===== src/rtl/cmtimer_pkg.sv =====
package cmtimer_pkg;

  localparam int CTL_W = 16;
  localparam int PRE_W = 7;

  typedef enum logic [1:0] {
    ROUTE_NONE = 2'd0,
    ROUTE_DMA  = 2'd1,
    ROUTE_IRQ  = 2'd2,
    ROUTE_RSV  = 2'd3
  } route_e;

  typedef struct packed {
    logic       cmf;
    logic       ovf;
    logic       per;
    logic       ien;
    route_e     route;
    logic [2:0] cks;
  } ctl_t;

  // Place the control fields at their architectural bit positions.
  function automatic logic [CTL_W-1:0] ctl_pack(ctl_t c);
    logic [CTL_W-1:0] w;
    w       = '0;
    w[15]   = c.cmf;
    w[14]   = c.ovf;
    w[8]    = c.per;
    w[7]    = c.ien;
    w[5:4]  = c.route;
    w[2:0]  = c.cks;
    return w;
  endfunction

  // Terminal value of the prescaler for a clock-select code.
  function automatic logic [PRE_W-1:0] pre_limit(logic [2:0] cks);
    case (cks)
      3'd4:    return PRE_W'(7);
      3'd5:    return PRE_W'(31);
      3'd6:    return PRE_W'(127);
      default: return PRE_W'(0);
    endcase
  endfunction

endpackage


===== src/rtl/cmtimer_presc.sv =====
module cmtimer_presc
  import cmtimer_pkg::*;
(
  input  logic       clk,
  input  logic       rst_n,
  input  logic       slow_tick_i,
  input  logic       run_i,
  input  logic [2:0] cks_i,
  output logic       cnt_tick_o
);

  logic [PRE_W-1:0] pre_q, pre_d;
  logic             lim_hit;

  always_comb begin
    lim_hit = (pre_q >= pre_limit(cks_i));
    pre_d   = pre_q;
    if (!run_i) begin
      pre_d = '0;
    end else if (slow_tick_i) begin
      pre_d = lim_hit ? '0 : pre_q + PRE_W'(1);
    end
    cnt_tick_o = run_i & slow_tick_i & lim_hit;
  end

  always_ff @(posedge clk or negedge rst_n) begin
    if (!rst_n) pre_q <= '0;
    else        pre_q <= pre_d;
  end

endmodule


===== src/rtl/cmtimer_count.sv =====
module cmtimer_count #(
  parameter int CNT_W    = 32,
  parameter int WR_DELAY = 2
) (
  input  logic             clk,
  input  logic             rst_n,
  input  logic             slow_tick_i,
  input  logic             cnt_tick_i,
  input  logic             periodic_i,
  input  logic [CNT_W-1:0] cmp_i,
  input  logic             wr_en_i,
  input  logic [CNT_W-1:0] wr_data_i,
  output logic [CNT_W-1:0] count_o,
  output logic             match_evt_o,
  output logic             ovf_evt_o
);

  localparam int PW = $clog2(WR_DELAY + 1);

  logic [PW-1:0]    pend_q, pend_d;
  logic [CNT_W-1:0] hold_q, hold_d;
  logic [CNT_W-1:0] count_q, count_d;
  logic             busy, load, inc, at_cmp;

  always_comb begin
    busy   = (pend_q != '0);
    load   = slow_tick_i && (pend_q == PW'(1)) && !wr_en_i;
    inc    = cnt_tick_i && !busy && !wr_en_i;
    at_cmp = (count_q == cmp_i);

    match_evt_o = inc && at_cmp;
    ovf_evt_o   = inc && (&count_q);

    hold_d = wr_en_i ? wr_data_i : hold_q;

    pend_d = pend_q;
    if (wr_en_i)                  pend_d = PW'(WR_DELAY);
    else if (busy && slow_tick_i) pend_d = pend_q - PW'(1);

    count_d = count_q;
    if (load)                     count_d = hold_q;
    else if (inc)                 count_d = (periodic_i && at_cmp) ? '0 : count_q + CNT_W'(1);
  end

  always_ff @(posedge clk or negedge rst_n) begin
    if (!rst_n) begin
      pend_q  <= '0;
      hold_q  <= '0;
      count_q <= '0;
    end else begin
      pend_q  <= pend_d;
      hold_q  <= hold_d;
      count_q <= count_d;
    end
  end

  assign count_o = count_q;

  AST_CNT_FROZEN: assert property (@(posedge clk) disable iff (!rst_n)
    (!cnt_tick_i && !wr_en_i && pend_q == '0) |=> $stable(count_q));

  AST_PERIODIC_WRAP: assert property (@(posedge clk) disable iff (!rst_n)
    (cnt_tick_i && !wr_en_i && pend_q == '0 && periodic_i && count_q == cmp_i) |=> (count_q == '0));

  AST_WRITE_DEFERRED: assert property (@(posedge clk) disable iff (!rst_n)
    wr_en_i |=> $stable(count_q));

endmodule


===== src/rtl/cmtimer_ctrl.sv =====
module cmtimer_ctrl
  import cmtimer_pkg::*;
(
  input  logic             clk,
  input  logic             rst_n,
  input  logic             wr_en_i,
  input  logic [CTL_W-1:0] wdata_i,
  input  logic             match_evt_i,
  input  logic             ovf_evt_i,
  output ctl_t             ctl_o,
  output logic             irq_o
);

  ctl_t ctl_q, ctl_d;
  logic unused_wbits;

  assign unused_wbits = ^{wdata_i[13:9], wdata_i[6], wdata_i[3]};

  always_comb begin
    ctl_d = ctl_q;
    if (wr_en_i) begin
      ctl_d.per   = wdata_i[8];
      ctl_d.ien   = wdata_i[7];
      ctl_d.route = route_e'(wdata_i[5:4]);
      ctl_d.cks   = wdata_i[2:0];
      ctl_d.cmf   = ctl_q.cmf & wdata_i[15];
      ctl_d.ovf   = ctl_q.ovf & wdata_i[14];
    end
    // A hardware event wins over a software clear in the same cycle.
    if (match_evt_i) ctl_d.cmf = 1'b1;
    if (ovf_evt_i)   ctl_d.ovf = 1'b1;
  end

  always_ff @(posedge clk or negedge rst_n) begin
    if (!rst_n) ctl_q <= '0;
    else        ctl_q <= ctl_d;
  end

  assign ctl_o = ctl_q;
  assign irq_o = ctl_q.cmf & ctl_q.ien & (ctl_q.route == ROUTE_IRQ);

  AST_FLAG_HOLD: assert property (@(posedge clk) disable iff (!rst_n)
    (ctl_q.cmf && !wr_en_i) |=> ctl_q.cmf);

  AST_OVF_SET: assert property (@(posedge clk) disable iff (!rst_n)
    ovf_evt_i |=> ctl_q.ovf);

  AST_IRQ_ZERO_WRITE: assert property (@(posedge clk) disable iff (!rst_n)
    (wr_en_i && wdata_i == '0 && !match_evt_i) |=> !irq_o);

endmodule


===== src/rtl/cmtimer_chan.sv =====
module cmtimer_chan
  import cmtimer_pkg::*;
#(
  parameter int CNT_W    = 32,
  parameter int BUS_W    = 32,
  parameter int ADDR_W   = 4,
  parameter int WR_DELAY = 2
) (
  input  logic              clk,
  input  logic              rst_n,
  input  logic              start_i,
  input  logic              slow_tick_i,
  input  logic [ADDR_W-1:0] reg_addr_i,
  input  logic              reg_we_i,
  input  logic [BUS_W-1:0]  reg_wdata_i,
  output logic [BUS_W-1:0]  reg_rdata_o,
  output logic              irq_o
);

  localparam int LSB   = $clog2(BUS_W / 8);
  localparam int IDX_W = ADDR_W - LSB;

  logic [IDX_W-1:0] idx;
  logic             we_ctl, we_cnt, we_cmp;
  logic [CNT_W-1:0] cmp_q, cmp_d, count;
  logic [BUS_W-1:0] cnt_word, cmp_word;
  logic             cnt_tick, match_evt, ovf_evt, run;
  ctl_t             ctl;
  logic             unused_addr;

  assign idx         = reg_addr_i[ADDR_W-1:LSB];
  assign unused_addr = ^reg_addr_i[LSB-1:0];
  assign we_ctl      = reg_we_i && (idx == IDX_W'(0));
  assign we_cnt      = reg_we_i && (idx == IDX_W'(1));
  assign we_cmp      = reg_we_i && (idx == IDX_W'(2));
  assign run         = start_i && ctl.cks[2];

  always_comb begin
    cmp_d = cmp_q;
    if (we_cmp) cmp_d = reg_wdata_i[CNT_W-1:0];
  end

  always_ff @(posedge clk or negedge rst_n) begin
    if (!rst_n) cmp_q <= '1;
    else        cmp_q <= cmp_d;
  end

  cmtimer_presc u_presc (
    .clk         (clk),
    .rst_n       (rst_n),
    .slow_tick_i (slow_tick_i),
    .run_i       (run),
    .cks_i       (ctl.cks),
    .cnt_tick_o  (cnt_tick)
  );

  cmtimer_count #(.CNT_W(CNT_W), .WR_DELAY(WR_DELAY)) u_count (
    .clk         (clk),
    .rst_n       (rst_n),
    .slow_tick_i (slow_tick_i),
    .cnt_tick_i  (cnt_tick),
    .periodic_i  (ctl.per),
    .cmp_i       (cmp_q),
    .wr_en_i     (we_cnt),
    .wr_data_i   (reg_wdata_i[CNT_W-1:0]),
    .count_o     (count),
    .match_evt_o (match_evt),
    .ovf_evt_o   (ovf_evt)
  );

  cmtimer_ctrl u_ctrl (
    .clk         (clk),
    .rst_n       (rst_n),
    .wr_en_i     (we_ctl),
    .wdata_i     (reg_wdata_i[CTL_W-1:0]),
    .match_evt_i (match_evt),
    .ovf_evt_i   (ovf_evt),
    .ctl_o       (ctl),
    .irq_o       (irq_o)
  );

  generate
    if (CNT_W == BUS_W) begin : g_full
      assign cnt_word = count;
      assign cmp_word = cmp_q;
    end else begin : g_ext
      assign cnt_word = {{(BUS_W - CNT_W){1'b0}}, count};
      assign cmp_word = {{(BUS_W - CNT_W){1'b0}}, cmp_q};
    end
  endgenerate

  always_comb begin
    unique case (idx)
      IDX_W'(0): reg_rdata_o = BUS_W'(ctl_pack(ctl));
      IDX_W'(1): reg_rdata_o = cnt_word;
      IDX_W'(2): reg_rdata_o = cmp_word;
      default:   reg_rdata_o = '0;
    endcase
  end

  AST_STOPPED_PRESCALE: assert property (@(posedge clk) disable iff (!rst_n)
    !start_i |-> !cnt_tick);

endmodule


===== config.mk =====
export PLATFORM = sky130hd
export DESIGN_NAME = cmtimer_chan
export DESIGN_NICKNAME = d
export VERILOG_FILES = /design/src/rtl/cmtimer_pkg.sv /design/src/rtl/cmtimer_presc.sv /design/src/rtl/cmtimer_count.sv /design/src/rtl/cmtimer_ctrl.sv /design/src/rtl/cmtimer_chan.sv
export SDC_FILE = /design/constraint.sdc
export NUM_CORES = 1
export LEC_CHECK = 0
export BUFFER_PORTS_ARGS = -buffer_cell sky130_fd_sc_hd__buf_2
export CORE_MARGIN = 3
export CORE_UTILIZATION = 50
export CTS_CLUSTER_DIAMETER = 40
export DETAILED_ROUTE_END_ITERATION = 8
export PLACE_DENSITY = 0.73
export SLEW_MARGIN = 20
export SYNTH_ARGS = -nofsm -noshare
export SYNTH_HDL_FRONTEND = slang
export SYNTH_SLANG_ARGS = --single-unit

===== constraint.sdc =====
create_clock -name clk -period 2.6 [get_ports clk]
set_clock_uncertainty 0.05 [all_clocks]
set_input_delay 0.13 -clock clk [delete_from_list [all_inputs] [get_ports clk]]
set_output_delay 0.13 -clock clk [all_outputs]
set_load 0.03 [all_outputs]

==> results.cfg <==
[worst_setup_path]
r2r_start = u_ctrl.ctl_o[1]
critPathArrivalTime_ns = 2.80
rrSetupSlack_ns = 0.05
crit_fanout = 5
crit_path_end_kind = flip-flop
reg2regPathDepth = 8
critical_path_class = flip-flop to flip-flop
start_kind = flip-flop
r2r_end = u_count.count_o[27]
worstPathRequired_ns = 2.85

[synth]
synth_nets = 684
yosysTopAreaCellShare_pct = 31.8
syn_area_per_cell_um2 = 10.2
postSynthCellCount = 632
synth.distinct_cells = 56
synth_area_leaders = dfrtp_1, dfstp_2, mux2_2
synth_top_family_by_area = simple AND/OR/NAND/NOR gates
synth_area_leader_cell = dfrtp_1
synth-seq-area-share_pct = 44.8
synth_edf_count = 0
synthSimpleGateAreaFrac_pct = 15.2
synth_xor_xnor_area_share_pct = 4.89
muxShareOfSynthArea_pct = 13.8
ys_ff_latch = 114
synth_compound_area_share_pct = 14.4
yosys_warnings = 0
synthesis.area_um2 = 6450
synth_commonest_cells = dfrtp_1, mux2_2, nand2_1
synth_ff_type = dfrtp_1
synthAdderAreaFrac_pct = 2.13
async_flop_share_pct = 100
synth_most_common_cell = dfrtp_1

[floorplanning]
ios = 74
fp.dieH_um = 120
coreArea_um2 = 12300
dieArea_um2 = 14300
initial_core_util_pct = 52.4
fp-row-count = 40
die-width_um = 120

[drt]
via_per_inst = 6.06
ant_nets = 0
drc = 0
first_pass_iters = 5
drt_iter0_drc = 500
vias = 5640
wire_per_inst_um = 19.5
wirelength_mm = 18.2

[global_routing]
antenna_found_initial = 0
grt_max_degree = 115
grt_pass1_wl_mm = 29.6
grt.total_usage_pct = 26.2
grt_pass1_vias = 5713
busiest_layer = met2
grt_overflow = 0
met2_usage_pct = 42.5
use_met1_pct = 34.6
met3_usage_pct = 6.31

[clocking]
clockBufferDepth = 2
cts_sinks = 114
htreeDepth = 4
cts_tree = built
root_buffer = clkbuf_16
clock_latency_ns = 0.42
clk_pin_slew_ns = 0.05
cts_made_buffers = 17

[finish]
fin_util_pct = 66.3
finalNetCount = 802
drive_gt1_share_pct = 33.7
stdcell_count = 931
area_growth_syn_to_layout_pct = 26.5
nFillCells = 959
n_antenna_cell = 0

[min_path]
whs_endpoint = u_presc.pre_q[3]
hold_class = input port to flip-flop
hp-start = slow_tick_i
min_path_cells = 3

[pwr]
power_density_nw_per_um2 = 972
power_mw = 7.94
ir_drop_mv = 0.982
cellLeakagePower_nw = 3.51

[sta]
tightestPinTransition_ns = 0.599
setup_viol = 0
hold_viol = 0
rsz0062_at_grt = true
fmax_mhz = 392
max_slew_margin_pct = 60.1
fin_tns_setup_ns = 0
min_period_over_period_pct = 98.1
post-route-min-period_ns = 2.55
slew_viol_final = 0

[placement]
port_buffers = 71
dp_hpwl_mm = 12.1
gp_congestion = 0.909
dp.cells = 864

[status]
status = complete, no violations

[run]
cap_violations = 0
kinds of logic after synthesis:
group	count (synthesis)
simple gates	185
buf+inv	72
flops	114
fa+ha+maj	11
mux	80
compound gates	134
xor+xnor	36
report_power, final:
part           leakage (nW)  internal (mW)  switching [mW]
sequential             1.26           2.26           0.494
clock                 0.298           1.62           0.842
combinational          1.95           1.16            1.56
how the worst max path moves through the flow:
stage / from / endpoint
finish: u_ctrl.ctl_o[1] / u_count.count_o[27]
global route: u_ctrl.ctl_o[1] / u_count.count_o[27]
CTS: u_ctrl.ctl_o[1] / u_count.count_o[27]
detailed placement: u_ctrl.ctl_o[1] / u_count.count_o[27]
global placement: u_ctrl.ctl_o[1] / u_count.count_o[27]
floorplan: u_ctrl.ctl_o[2] / u_count.count_o[27]
timing repair:
action                     4_1_cts  5_1_grt
buffers inserted                 0        1
resized for setup                0        7
hold buffers                    34        0
setup endpoints to repair        0       28
hold endpoints to repair       155        0
registers in the layout, indices dropped and copies added, names as in the netlist:
name,cells
cmp_q,32
u_count.count_o,32
u_count.hold_q,32
u_count.pend_q,2
u_ctrl.ctl_o,9
u_presc.pre_q,7
routing by layer:
metal	routed length, µm	up-vias
met5	0	-
met4	456	0
met3	1240	40
met2	8870	213
met1	7590	2829
li1	-	2558
final cells by class:
class                   count  area, µm²  share of cell area, %
multi-input cells         446       3310                   40.6
well taps                 168        210                   2.58
clock buffers              18        439                   5.38
flip-flops and latches    114       2890                   35.4
clock inverters            14        188                   2.30
inverters                  30        113                   1.38
repair buffers            141       1010                   12.4
cell usage in the layout (no fill, tap or decap), types with 9 or more instances in the layout:
master         instances
nand2_1               62
clkbuf_16             17
a21oi_1               33
dlygate4sd3_1         34
and3_1                12
mux2i_1                9
dfrtp_1               82
o21ai_0               22
buf_4                 33
nand3_1               26
a22o_1                25
dfstp_2               32
nand4_1               24
buf_2                 70
xnor2_1               33
o221ai_1              18
nor2_1                12
inv_1                 30
ha_1                   9
mux2_2                71
critical path, stage by stage (launching register included):
cell and delay (ns):
dfrtp_1 0.41, xor2_1 0.25, nand2_2 0.12, ha_4 0.28, nand4_1 0.13, o21a_2 0.28
o41a_1 0.37, a211o_1 0.22, a221o_1 0.31
through the flow:
step                hold WS, ns  instance area, µm²  setup slack, ns
floorplan                -0.216                6450           0.0717
global placement          0.212                7140           0.0754
detailed placement        0.217                7140           0.0131
CTS                      0.0328                8110           0.0119
global route             0.0828                8160          -0.0918
finish                   0.0799                8160           0.0500
(Power assumes the default switching activity.)
